[config.mk]
export PLATFORM = sky130hd
export DESIGN_NAME = cpu_fetch_seq
export DESIGN_NICKNAME = d
export VERILOG_FILES = /design/src/rtl/cpu_seq_pkg.sv /design/src/rtl/seq_counter.sv /design/src/rtl/op_decoder.sv /design/src/rtl/fetch_regs.sv /design/src/rtl/seq_ctrl.sv /design/src/rtl/cpu_fetch_seq.sv
export SDC_FILE = /design/constraint.sdc
export NUM_CORES = 1
export LEC_CHECK = 0
export ABC_AREA = 1
export CORE_MARGIN = 4
export CORE_UTILIZATION = 25
export CTS_CLUSTER_SIZE = 10
export DETAILED_ROUTE_END_ITERATION = 8
export GPL_TIMING_DRIVEN = 0
export RECOVER_POWER = 25
export SYNTH_ARGS = -nofsm -noshare
export SYNTH_HDL_FRONTEND = slang
export SYNTH_SLANG_ARGS = --single-unit
[constraint.sdc]
create_clock -name clk -period 1.65 [get_ports clk]
set_input_delay 0.4125 -clock clk [delete_from_list [all_inputs] [get_ports clk]]
set_output_delay 0.4125 -clock clk [all_outputs]
set_load 0.02 [all_outputs]
[src/rtl/cpu_seq_pkg.sv]
package cpu_seq_pkg;

    localparam logic [2:0] BUS_NONE = 3'b000;
    localparam logic [2:0] BUS_PC   = 3'b010;
    localparam logic [2:0] BUS_IR   = 3'b101;
    localparam logic [2:0] BUS_MEM  = 3'b111;

    typedef enum logic [2:0] {
        PH_ADDR,
        PH_FETCH,
        PH_DECODE,
        PH_RESOLVE,
        PH_EXEC
    } phase_e;

    typedef struct packed {
        logic [2:0] bus_sel;
        logic       mem_rd;
        logic       ar_ld;
        logic       ir_ld;
        logic       pc_inr;
        logic       i_ld;
    } ctl_t;

endpackage

[src/rtl/seq_counter.sv]
module seq_counter #(
    parameter int SC_W = 4
) (
    input  logic            clk,
    input  logic            rst_n,
    input  logic            clr,
    output logic [SC_W-1:0] count
);

    always_ff @(posedge clk or negedge rst_n) begin
        if (!rst_n) begin
            count <= '0;
        end else if (clr) begin
            count <= '0;
        end else begin
            count <= count + 1'b1;
        end
    end

    // a clear wins over counting
    a_r9_clear_wins: assert property (@(posedge clk) disable iff (!rst_n)
        clr |=> (count == '0));

endmodule

[src/rtl/op_decoder.sv]
module op_decoder #(
    parameter int OPC_W = 3,
    localparam int LINES = 1 << OPC_W
) (
    input  logic [OPC_W-1:0] opcode,
    output logic [LINES-1:0] lines
);

    for (genvar k = 0; k < LINES; k++) begin : g_line
        assign lines[k] = (opcode == OPC_W'(k));
    end

endmodule

[src/rtl/fetch_regs.sv]
module fetch_regs
    import cpu_seq_pkg::*;
#(
    parameter int ADDR_W = 12,
    parameter int WORD_W = 16
) (
    input  logic              clk,
    input  logic              rst_n,
    input  ctl_t              ctl,
    input  logic [WORD_W-1:0] mem_rdata,
    output logic [ADDR_W-1:0] pc,
    output logic [ADDR_W-1:0] ar,
    output logic [WORD_W-1:0] ir,
    output logic              i_flag
);

    localparam int I_BIT = WORD_W - 1;

    logic [WORD_W-1:0] bus;

    always_comb begin
        unique case (ctl.bus_sel)
            BUS_PC:  bus = WORD_W'(pc);
            BUS_IR:  bus = ir;
            BUS_MEM: bus = mem_rdata;
            default: bus = '0;
        endcase
    end

    always_ff @(posedge clk or negedge rst_n) begin
        if (!rst_n) begin
            pc     <= '0;
            ar     <= '0;
            ir     <= '0;
            i_flag <= 1'b0;
        end else begin
            if (ctl.pc_inr) pc     <= pc + 1'b1;
            if (ctl.ar_ld)  ar     <= bus[ADDR_W-1:0];
            if (ctl.ir_ld)  ir     <= bus;
            if (ctl.i_ld)   i_flag <= ir[I_BIT];
        end
    end

    // a load with the PC source copies the old PC into AR
    a_r2_ar_gets_pc: assert property (@(posedge clk) disable iff (!rst_n)
        (ctl.ar_ld && ctl.bus_sel == BUS_PC) |=> (ar == $past(pc)));

    // an increment strobe advances PC by one
    a_r3_pc_step: assert property (@(posedge clk) disable iff (!rst_n)
        ctl.pc_inr |=> (pc == $past(pc) + 1'b1));

    // the flag follows IR bit 15 after a flag load
    a_r4_flag_from_ir: assert property (@(posedge clk) disable iff (!rst_n)
        ctl.i_ld |=> (i_flag == $past(ir[I_BIT])));

endmodule

[src/rtl/seq_ctrl.sv]
module seq_ctrl
    import cpu_seq_pkg::*;
#(
    parameter int SC_W = 4
) (
    input  logic            clk,
    input  logic            rst_n,
    input  logic            exec_done,
    input  logic            line7,
    input  logic            i_flag,
    input  logic [SC_W-1:0] sc,
    output ctl_t            ctl,
    output logic            sc_clr
);

    localparam logic [SC_W-1:0] SC_LAST = '1;

    phase_e state, state_nx;

    always_ff @(posedge clk or negedge rst_n) begin
        if (!rst_n) begin
            state <= PH_ADDR;
        end else begin
            state <= state_nx;
        end
    end

    always_comb begin
        state_nx = state;
        unique case (state)
            PH_ADDR:    state_nx = PH_FETCH;
            PH_FETCH:   state_nx = PH_DECODE;
            PH_DECODE:  state_nx = PH_RESOLVE;
            PH_RESOLVE: state_nx = line7 ? PH_ADDR : PH_EXEC;
            PH_EXEC:    state_nx = (sc == SC_LAST) ? PH_ADDR : PH_EXEC;
            default:    state_nx = PH_ADDR;
        endcase
        if (exec_done) begin
            state_nx = PH_ADDR;
        end
    end

    always_comb begin
        ctl    = '0;
        sc_clr = exec_done;
        unique case (state)
            PH_ADDR: begin
                ctl.bus_sel = BUS_PC;
                ctl.ar_ld   = 1'b1;
            end
            PH_FETCH: begin
                ctl.bus_sel = BUS_MEM;
                ctl.mem_rd  = 1'b1;
                ctl.ir_ld   = 1'b1;
                ctl.pc_inr  = 1'b1;
            end
            PH_DECODE: begin
                ctl.bus_sel = BUS_IR;
                ctl.ar_ld   = 1'b1;
                ctl.i_ld    = 1'b1;
            end
            PH_RESOLVE: begin
                if (line7) begin
                    sc_clr = 1'b1;
                end else if (i_flag) begin
                    ctl.bus_sel = BUS_MEM;
                    ctl.mem_rd  = 1'b1;
                    ctl.ar_ld   = 1'b1;
                end
            end
            PH_EXEC: begin
                ctl = '0;
            end
            default: begin
                ctl = '0;
            end
        endcase
    end

    // the named state agrees with the counter at every step
    a_r10_state_tracks_count: assert property (@(posedge clk) disable iff (!rst_n)
        ((state == PH_ADDR)    == (sc == SC_W'(0))) &&
        ((state == PH_FETCH)   == (sc == SC_W'(1))) &&
        ((state == PH_DECODE)  == (sc == SC_W'(2))) &&
        ((state == PH_RESOLVE) == (sc == SC_W'(3))));

    // a direct memory reference moves on from step 3 to step 4
    a_r7_direct_continues: assert property (@(posedge clk) disable iff (!rst_n)
        (state == PH_RESOLVE && !line7 && !i_flag && !exec_done) |=> (sc == SC_W'(4)));

endmodule

[src/rtl/cpu_fetch_seq.sv]
module cpu_fetch_seq
    import cpu_seq_pkg::*;
#(
    parameter int ADDR_W = 12,
    parameter int OPC_W  = 3,
    parameter int SC_W   = 4,
    localparam int WORD_W = ADDR_W + OPC_W + 1,
    localparam int LINES  = 1 << OPC_W
) (
    input  logic              clk,
    input  logic              rst_n,
    input  logic              exec_done,
    input  logic [WORD_W-1:0] mem_rdata,
    output logic [ADDR_W-1:0] mem_addr,
    output logic              mem_rd,
    output logic [2:0]        bus_sel,
    output logic              ar_ld,
    output logic              ir_ld,
    output logic              pc_inr,
    output logic [ADDR_W-1:0] pc,
    output logic [LINES-1:0]  d_lines,
    output logic              i_flag,
    output logic [SC_W-1:0]   t_state
);

    ctl_t              ctl;
    logic              sc_clr;
    logic [ADDR_W-1:0] ar;
    logic [WORD_W-1:0] ir;

    seq_counter #(.SC_W(SC_W)) u_sc (
        .clk   (clk),
        .rst_n (rst_n),
        .clr   (sc_clr),
        .count (t_state)
    );

    seq_ctrl #(.SC_W(SC_W)) u_ctrl (
        .clk       (clk),
        .rst_n     (rst_n),
        .exec_done (exec_done),
        .line7     (d_lines[LINES-1]),
        .i_flag    (i_flag),
        .sc        (t_state),
        .ctl       (ctl),
        .sc_clr    (sc_clr)
    );

    fetch_regs #(.ADDR_W(ADDR_W), .WORD_W(WORD_W)) u_regs (
        .clk       (clk),
        .rst_n     (rst_n),
        .ctl       (ctl),
        .mem_rdata (mem_rdata),
        .pc        (pc),
        .ar        (ar),
        .ir        (ir),
        .i_flag    (i_flag)
    );

    op_decoder #(.OPC_W(OPC_W)) u_dec (
        .opcode (ir[WORD_W-2 -: OPC_W]),
        .lines  (d_lines)
    );

    assign mem_addr = ar;
    assign mem_rd   = ctl.mem_rd;
    assign bus_sel  = ctl.bus_sel;
    assign ar_ld    = ctl.ar_ld;
    assign ir_ld    = ctl.ir_ld;
    assign pc_inr   = ctl.pc_inr;

    // the decode output is always one-hot
    a_r5_one_hot: assert property (@(posedge clk) disable iff (!rst_n)
        $countones(d_lines) == 1);

    // a line-7 instruction returns to step 0 after step 3
    a_r8_line7_returns: assert property (@(posedge clk) disable iff (!rst_n)
        (t_state == SC_W'(3) && d_lines[LINES-1]) |=> (t_state == '0));

    // the completion pulse restarts the fetch
    a_r9_done_restarts: assert property (@(posedge clk) disable iff (!rst_n)
        exec_done |=> (t_state == '0 && bus_sel == BUS_PC && ar_ld));

    // execute steps leave every strobe low
    a_r10_exec_quiet: assert property (@(posedge clk) disable iff (!rst_n)
        (t_state > SC_W'(3)) |-> (!mem_rd && !ar_ld && !ir_ld && !pc_inr && bus_sel == BUS_NONE));

endmodule

Word level (Yosys, flattened, before mapping)
Index checks and enable logic that the tools add are counted.

storage, ports and cells
  input port bits = 19
  bits in registers = 48

cells by class
  add/sub/neg operators = 2
  bitwise operators = 1
  muxes and demuxes = 15
  reductions and logical operators = 4
  eq/ne operators = 15

operators with widths
  kind                                                  count
  case mux 16 bit (3 select lines)                      1
  equality test 3 bit (second input constant)           7
  equality test 3 x 2 -> 1 bit (second input constant)  5
  case mux 3 bit (5 select lines)                       1
  adder 12 x 1 -> 12 bit (second input constant)        1
  case mux 3 bit (4 select lines)                       1
  2-to-1 mux 5 bit                                      2
  2-to-1 mux 3 bit                                      3
  equality test 3 x 1 -> 1 bit (second input constant)  2
  logical NOT 3 bit                                     2
  adder 4 x 1 -> 4 bit (second input constant)          1
  equality test 4 bit (second input constant)           1
  2-to-1 mux 4 bit                                      1
  case mux 1 bit (2 select lines)                       2
  2-to-1 mux 1 bit                                      3
  2-to-1 mux 2 bit                                      1
  AND reduction 2 bit                                   1
  OR reduction 2 bit                                    1
  NOT 1 bit                                             1

Depth between registers and ports, before layout
Gate-level depths: netlist of run 1.

  depth after elaboration = 6
  depth in mapped cells = 10
  mapped depth without buffers = 9

Hierarchy
Synthesis of run 1 repeated with hierarchy kept, for this count alone.

second synthesis, totals
  cell total of the unflattened synthesis = 323
  area total of the unflattened synthesis = 2534.9 um^2

by module, submodules not included
  module       times used  area each (um^2)  cells each
  fetch_regs   1           2099.5            256
  seq_ctrl     1           212.7             35
  seq_counter  1           166.4             17
  op_decoder   1           56.3              15

Worst setup path before layout of run 1
OpenSTA, ideal clock, no wires.

  path kind = reg2out
  start = reg u_ctrl.state[2]
  end = out bus_sel[2]
  stages on the path, launching flop included = 7
  path slack = -0.207 ns
  data arrival time = 1.445 ns
  path buffers = 3
  cell sequence = dfrtp_1 -> inv_2 -> nand3_2 -> buf_2 -> buf_2 -> nand3_1 -> buf_4

between the ends
  longest elaborated chain between the ends = 2
  elaborated cells on any way between the ends = 5
  those cells by class = eq/ne (3); mux (1); reduce/logical (1)

ends and longest elaborated chain
  what                                                        line                 source
  from (decl)                                                 seq_ctrl.sv:18       phase_e state, state_nx;
  from (signal assigned)                                      seq_ctrl.sv:24       state <= state_nx;
  equality test 3 x 2 -> 1 bit, or another cell as far along  seq_ctrl.sv:46       unique case (state)
  case mux 3 bit (4 select lines) (*)                         seq_ctrl.sv:46
  to (decl)                                                   cpu_fetch_seq.sv:16  output logic [2:0] bus_sel,

Every way passes the cells marked *; elsewhere a longest branch is shown, timed or not.

Worst setup path in the final report of run 1
Ends and elaborated chain as after synthesis.

==> summary.txt, run 1 <==
Yosys
  – Netlist Area Pre-Place: roughly 2500 um^2
  – Largest cells by area after synthesis: dfrtp_1 (47%), nand2_1 (21%), inv_1 (4.6%), nand2_4 (4.4%), nand2_2 (2.5%)
  – Netlist cell types: 28
  – YS warnings: 0
  – Synth area leader: dfrtp_1
  – Post-synthesis area per instance: 7.93 um^2
  – Synth Instances: ~320
  – Syn Nets: 342
  – Sequential-to-total area share from yosys stat: 0.472
  – Synth Register Bits: 48
  – Post-synth top area share: 0.472

CTS
  – Clock Pin Slew Worst Setup and Hold Paths: 0.09 ns
  – TritonCTS Sinks: 48
  – H-tree Lvls: 2
  – Clock Tree Buf Depth: 2
  – CTS tree: built
  – CTS root buffer: clkbuf_8
  – CTS buffer count: 5
  – Hold buffers post-CTS: 0
  – Clk_lat worst skew: slightly above 0.3 ns

Routing
  – Initial DRT Pass Iterations: 6
  – Post-DRT Antenna Nets: 0
  – WL/cell: 12.1 um
  – DRC viols: 0
  – Vias: 2,234
  – Final WL: 6610 um
  – Via density: 4.11
  – DR iter-0 viols: 73

Timing
  – Final setup viols: 13
  – Final Hold Viols: 0
  – Fin crit period: 1.86 ns
  – Max_slew headroom: 0.413
  – Fmax: approximately 540 MHz
  – Final hold slack: 0.186 ns
  – Skew final: 0.00679 ns
  – RSZ-0062 raised after global routing: true
  – Period utilization: 1.13
  – Count of final max-slew check failures: 0
  – Slew @ Worst Pin: 0.880 ns
  – Final setup margin: -0.208 ns

Outcome
  – Status: finished, violations left
  – Failing checks: setup timing

Floorplan
  – I/O pins: 63
  – Die outline area: ~12,000 um^2
  – Cell Rows: 36
  – Starting Density: 0.258
  – Die height: 109 um
  – Die W: 109 um
  – CORE AREA: 9860 um^2

Placement
  – Port Buffers: 62
  – Hpwl dp: 4720 um
  – Final GP Congestion: a little under 0.8
  – DP Cell Count: 517

Critical path
  – Worst r2r path cells: 10
  – R2r startpoint: u_ctrl.state[2]
  – Crit end category: primary output
  – Reg2Reg Setup Slack: 0.10 ns
  – CP max FO: 4
  – Worst Path Arrival: 1.45 ns
  – Worst setup SP type: flip-flop
  – Critical path required time: 1.24 ns
  – Critical path class: flip-flop to primary output
  – FF-to-FF End: u_regs.ir[5]

GRT
  – First-pass GRT wire length: 10,700 um
  – Initial antenna violation count: 0
  – GR Overflow Total: 0
  – Largest net degree at the start of global routing: 33
  – Vias in the first global route: 2,299
  – Global-route usage over all layers: 0.114

Layout
  – Fill count: 1,048
  – Filler-free cell count of the finished design: 544
  – Fraction of layout cells with a size suffix above 1: 0.270
  – Post-route core utilization: 0.385
  – Area growth syn-to-layout: 49.2%
  – ANT cells: 0
  – Layout net count: 431

Pwr
  – Power consumption: 5.97 mW
  – Lkg Pwr: ~2.0 nW
  – Power Dens Cells: around 1600 nW/um^2
  – Max VDD drop: 801 uV

Hold path
  – Worst min path class: primary input to asynchronous set/reset pin

Flow run
  – MaxCap Viol Count: 0
## metrics by stage
stage | cell area (um^2) | setup WS, ns | setup TNS, ns
floorplan | 2560 | 0.00807 | 0
global placement | 3350 | -1.26 | -64.92
detailed placement | 3360 | -0.659 | -4.92
CTS | 3600 | -0.228 | -1.35
global route | 3800 | -0.284 | -2.22
finish | 3800 | -0.208 | -1.35
## cells in the mapped netlist (all sizes together)
| library cell | n |
|---|---|
| xor2 | 4 |
| clkinv | 1 |
| buf | 12 |
| nor3 | 9 |
| nor2 | 17 |
| xnor2 | 5 |
| nand4 | 1 |
| o21bai | 1 |
| ha | 2 |
| a32oi | 1 |
| nand3b | 2 |
| nand3 | 12 |
| dfrtp | 48 |
| o21ai | 7 |
| a21o | 1 |
| nand2 | 164 |
| inv | 33 |
| a21oi | 1 |
## kinds of logic after synthesis
| family | Yosys count | share of synthesized area |
|---|---|---|
| AOI/OAI and AO/OA | 11 | 0.0251 |
| DFF | 48 | 0.472 |
| buffers and inverters | 46 | 0.0924 |
| xor gates and xnor gates | 9 | 0.0310 |
| and+or+nand+nor | 205 | 0.370 |
| adders and majority gates | 2 | 0.00983 |
## cell type report
cell class                      instances  area, um^2  area share
Multi-Input combinational cell        227        1250       0.330
Sequential cell                        48        1210       0.318
Timing Repair Buffer                   87         807       0.213
Tap cell                              133         166      0.0438
Inverter                               34         145      0.0382
Buffer                                  7        81.3      0.0214
Clock buffer                            5        68.8      0.0181
Clock inverter                          3        68.8      0.0181
## worst max-delay path by stage
stage,startpoint,end,slack (ns),cells past startpoint
floorplan,u_ctrl.state[2],bus_sel[2],0.008,6
global route,u_ctrl.state[2],bus_sel[2],-0.28,6
finish,u_ctrl.state[2],bus_sel[2],-0.21,6
detailed placement,u_ctrl.state[2],ar_ld,-0.66,7
global placement,rst_n,u_regs.ir[12],-1.26,1
CTS,u_ctrl.state[0],ar_ld,-0.23,6
## repair_timing
action                                  in CTS  in global routing
buffers inserted                            14                 11
pin swaps                                    5                 14
gates cloned                                 0                  1
endpoints found under the setup margin      44                 35
gates resized for setup                    131                 55
## power by group
part / switching (mW) / internal (mW) / total (mW)
registers: 0.329 / 1.57 / 1.90
logic: 1.73 / 1.31 / 3.04
clock network: 0.429 / 0.610 / 1.04
## critical path: stages, from the launching register on
cell     delay (ns)
dfrtp_2        0.42
buf_6          0.13
nor2_4         0.12
nand3_4        0.15
nand3_4        0.12
buf_6          0.09
buf_6          0.10
## flip-flops by register name, summed over array words and instances (netlist names)
signal and count:
u_regs.ir 16, u_regs.ar 12, u_regs.pc 12, u_sc.count 4, u_ctrl.state 3, u_regs.i_flag 1
## layer usage
layer	track usage	vias to the layer above	part of all wire
li1	-	1149	-
met1	0.136	1034	0.41
met4	0.0433	0	0.015
met5	0	-	0
met3	0.0290	7	0.055
met2	0.198	44	0.52
## cell usage in the layout (no fill, tap or decap), drive strengths merged
cell type | synthesis | routed
dfrtp | 48 | 48
nor3 | 9 | 9
clkbuf | 0 | 7
a21oi | 1 | 1
nand3 | 12 | 12
dlygate4sd2 | 0 | 29
clkinvlp | 0 | 2
nand4 | 1 | 1
inv | 33 | 33
nand2 | 164 | 164
xnor2 | 5 | 5
buf | 12 | 46
a32oi | 1 | 1
bufinv | 0 | 2
o21bai | 1 | 1
nor2 | 17 | 17
nand3b | 2 | 2
xor2 | 4 | 4
clkdlybuf4s50 | 0 | 17
o21ai | 7 | 7
ha | 2 | 2
a21o | 1 | 1
Power figures use the tool's default switching activity.
==> run 2, diff against run 1 <==
--- a/config.mk
+++ b/config.mk
@@ -6,6 +6,7 @@
 export NUM_CORES = 1
 export LEC_CHECK = 0
 export ABC_AREA = 1
+export CAP_MARGIN = 15
 export CORE_MARGIN = 4
 export CORE_UTILIZATION = 25
 export CTS_CLUSTER_SIZE = 10
==> constraint.sdc (replaced) <==
create_clock -name clk -period 2.3 [get_ports clk]
set_input_delay 0.575 -clock clk [delete_from_list [all_inputs] [get_ports clk]]
set_output_delay 0.575 -clock clk [all_outputs]
set_load 0.02 [all_outputs]
==> run 2 against run 1 <==
Sequential power shrank 28%. Global-route usage fell by 0.69 points. Utilization down 3.0 points. Final area decreased by 7.7%. Critical path depth fell by 3. The run now ends clean. Count of clock-buffer cells in the layout unchanged. Worst setup slack better by 0.30 ns. Non-clock buffer count down 18. Via count shrank 5.1%. Clock skew shrank 0.00050 ns. Hold slack gained 0.14 ns.
==> summary.txt, run 2 (synthesis gave the netlist of run 1 again) <==
CTS
  – Clock Tree Buf Depth: 2 (unchanged)
  – CTS tree: built
  – Clock Pin Slew Worst Setup and Hold Paths: 0.09 ns (about the same)
  – CTS buffer count: 5 (unchanged)
  – Clk_lat worst skew: 0.30 ns (about the same)
  – CTS root buffer: clkbuf_8
  – TritonCTS Sinks: 48 (unchanged)
  – H-tree Lvls: 2 (unchanged)

Layout
  – Fill count: 1,049 (+0.095%)
  – Layout net count: 413 (-4.2%)
  – Area growth syn-to-layout: 37.7%
  – Filler-free cell count of the finished design: 526 (-3.3%)
  – Commonest non-fill, non-tap cells in the layout: nand2_1 (144), clkdlybuf4s50_1 (52), dfrtp_1 (43)
  – Max FFs per register: 16 (unchanged)
  – Fraction of layout cells with a size suffix above 1: 0.165 (-0.105)
  – Multi-input logic area: 1130 um^2 (-9.9%)
  – Largest regs: u_regs.ir: 16 flops, u_regs.ar: 12 flops, u_regs.pc: 12 flops
  – ANT cells: 0 (unchanged)
  – Most common cell after layout, fill and taps aside: nand2_1
  – Top reg by flops: u_regs.ir
  – FF+latch area: 1210 um^2 (unchanged)

Placement
  – Port Buffers: 62 (unchanged)
  – Place WS: -0.273 ns (+0.385 ns)
  – DP Cell Count: 517 (unchanged)
  – Hpwl dp: 4690 um (-0.71%)
  – Final GP Congestion: 0.789 (+0.56%)

GRT
  – GR Overflow Total: 0 (unchanged)
  – Vias in the first global route: 2,166 (-5.8%)
  – Largest net degree at the start of global routing: 35 (+6.1%)
  – First-pass GRT wire length: 10,100 um (-5.3%)
  – Initial antenna violation count: 0 (unchanged)
  – Global-route usage over all layers: 0.108 (-0.00686)

Critical path
  – Critical path required time: 1.73 ns (+0.49 ns)
  – Worst setup SP type: flip-flop
  – CP max FO: 6 (+2)
  – Worst Path Arrival: 1.63 ns (+0.18 ns)
  – Cell chain of the critical path: inv_1 -> nor3_1 -> clkdlybuf4s50_1
  – Crit end category: primary output
  – Slowest Stage Delay on Critical Path: 0.64 ns (+0.22 ns)
  – Critical path class: flip-flop to primary output
  – CP max stage cell: clkdlybuf4s50_1

Flow run
  – MaxCap Viol Count: 0 (unchanged)

Routing
  – Vias: 2,120 (-5.1%)
  – WL/cell: 11.3 um (-7.2%)
  – DRC viols: 0 (unchanged)
  – Final WL: 5930 um (-10%)
  – DR iter-0 viols: 74 (+1.4%)
  – Via density: 4.03 (-1.9%)
  – Post-DRT Antenna Nets: 0 (unchanged)
  – Initial DRT Pass Iterations: 4 (-2)

Floorplan
  – Cell Rows: 36 (unchanged)
  – I/O pins: 63 (unchanged)
  – CORE AREA: 9860 um^2 (unchanged)
  – Die height: 109 um (unchanged)
  – Die outline area: 11,900 um^2 (unchanged)
  – Starting Density: 0.258 (unchanged)
  – Die W: 109 um (unchanged)

Pwr
  – Power Dens Cells: 1110 nW/um^2 (-29%)
  – Power consumption: 3.89 mW (-35%)
  – Sequential power share: 0.351 (+0.034)
  – Max VDD drop: 563 uV (-30%)
  – Combinational power share: 0.462 (-0.047)
  – Clock share of power: 0.187 (+0.013)
  – Sw Ratio: 0.398 (-0.0176)
  – Int Pwr: 2.34 mW (-33%)
  – Psw: 1.55 mW (-38%)
  – Lkg Pwr: 1.80 nW (-11%)

Timing
  – Count of final max-slew check failures: 0 (unchanged)
  – Skew final: 0.00629 ns (-0.000502 ns)
  – Final setup margin: 0.0941 ns (+0.303 ns)
  – Period utilization: 0.959
  – RSZ-0062 raised after global routing: true
  – Fmax: 453 MHz
  – Max_slew headroom: 0.431 (+0.0173)
  – Slew @ Worst Pin: 0.854 ns (-0.0259 ns)
  – Final setup viols: 0 (-13)
  – Final Hold Viols: 0 (unchanged)
  – Fin crit period: 2.21 ns
  – Setup TNS after final layout: 0 ns (+1.35 ns)

Hold path
  – Worst min path class: primary input to asynchronous set/reset pin

Outcome
  – Status: finished clean
-- run 2: critical path: cells and delay by family (launching register included) --
family	cells	cell delay, ns
flops	1	0.43
buf+inv	2	0.73
simple gates	1	0.18
-- run 2: repair_timing --
action | in CTS | in global routing
setup endpoints to repair | 8 | 10
pin swaps | 0 | 0
hold buffers | 0 | 0
gates resized for setup | 31 | 7
buffers inserted | 2 | 0
-- run 2: per-layer routing --
layer / global-route usage / wire length (um) / share of wire
met1: 0.134 / 2620 / 0.44
met2: 0.186 / 2890 / 0.49
met3: 0.0284 / 357 / 0.060
met4: 0.0243 / 53 / 0.0089
met5: 0 / 0 / 0
-- run 2: metrics by stage --
step | instance area, um^2 | hold slack, ns | utilization
floorplan | 2540 | 0.279 | -
global placement | 3330 | 0.461 | 0.338
detailed placement | 3350 | 0.465 | 0.339
CTS | 3530 | 0.169 | 0.358
global route | 3500 | 0.380 | 0.355
finish | 3500 | 0.322 | 0.355
-- run 2: area by class of cell --
type	count	share of cell area
sequential	48	0.345
multi-input combinational	227	0.322
timing repair buffer	65	0.178
tap	133	0.0475
inverter	34	0.0375
buffer	11	0.0311
clock buffer	5	0.0196
clock inverter	3	0.0196
-- run 2: power groups by stage --
stage,clock (mW),combinational (mW),sequential (mW)
6_report,0.727,1.80,1.36
3_3_place_gp,0,1.80,1.35
2_1_floorplan,0,0.940,1.49
4_1_cts,0.764,1.85,1.37
5_1_grt,0.788,2.00,1.41
3_5_place_dp,0,1.83,1.37
-- run 2: final timing paths --
check / end / cells after the start / start / slack [ns]
worst max-delay path: d_lines[5] / 3 / u_regs.ir[12] / 0.09
worst min-delay path: u_regs.ar[2] / 1 / rst_n / 0.32
worst max register to register: u_regs.ar[8] / 10 / u_ctrl.state[1] / 0.88
worst min register to register: u_regs.ar[2] / 2 / u_regs.ar[2] / 0.48
max in group asynchronous: u_regs.ir[13] / 2 / rst_n / 0.61
min in group clk: u_regs.ar[2] / 2 / u_regs.ar[2] / 0.48
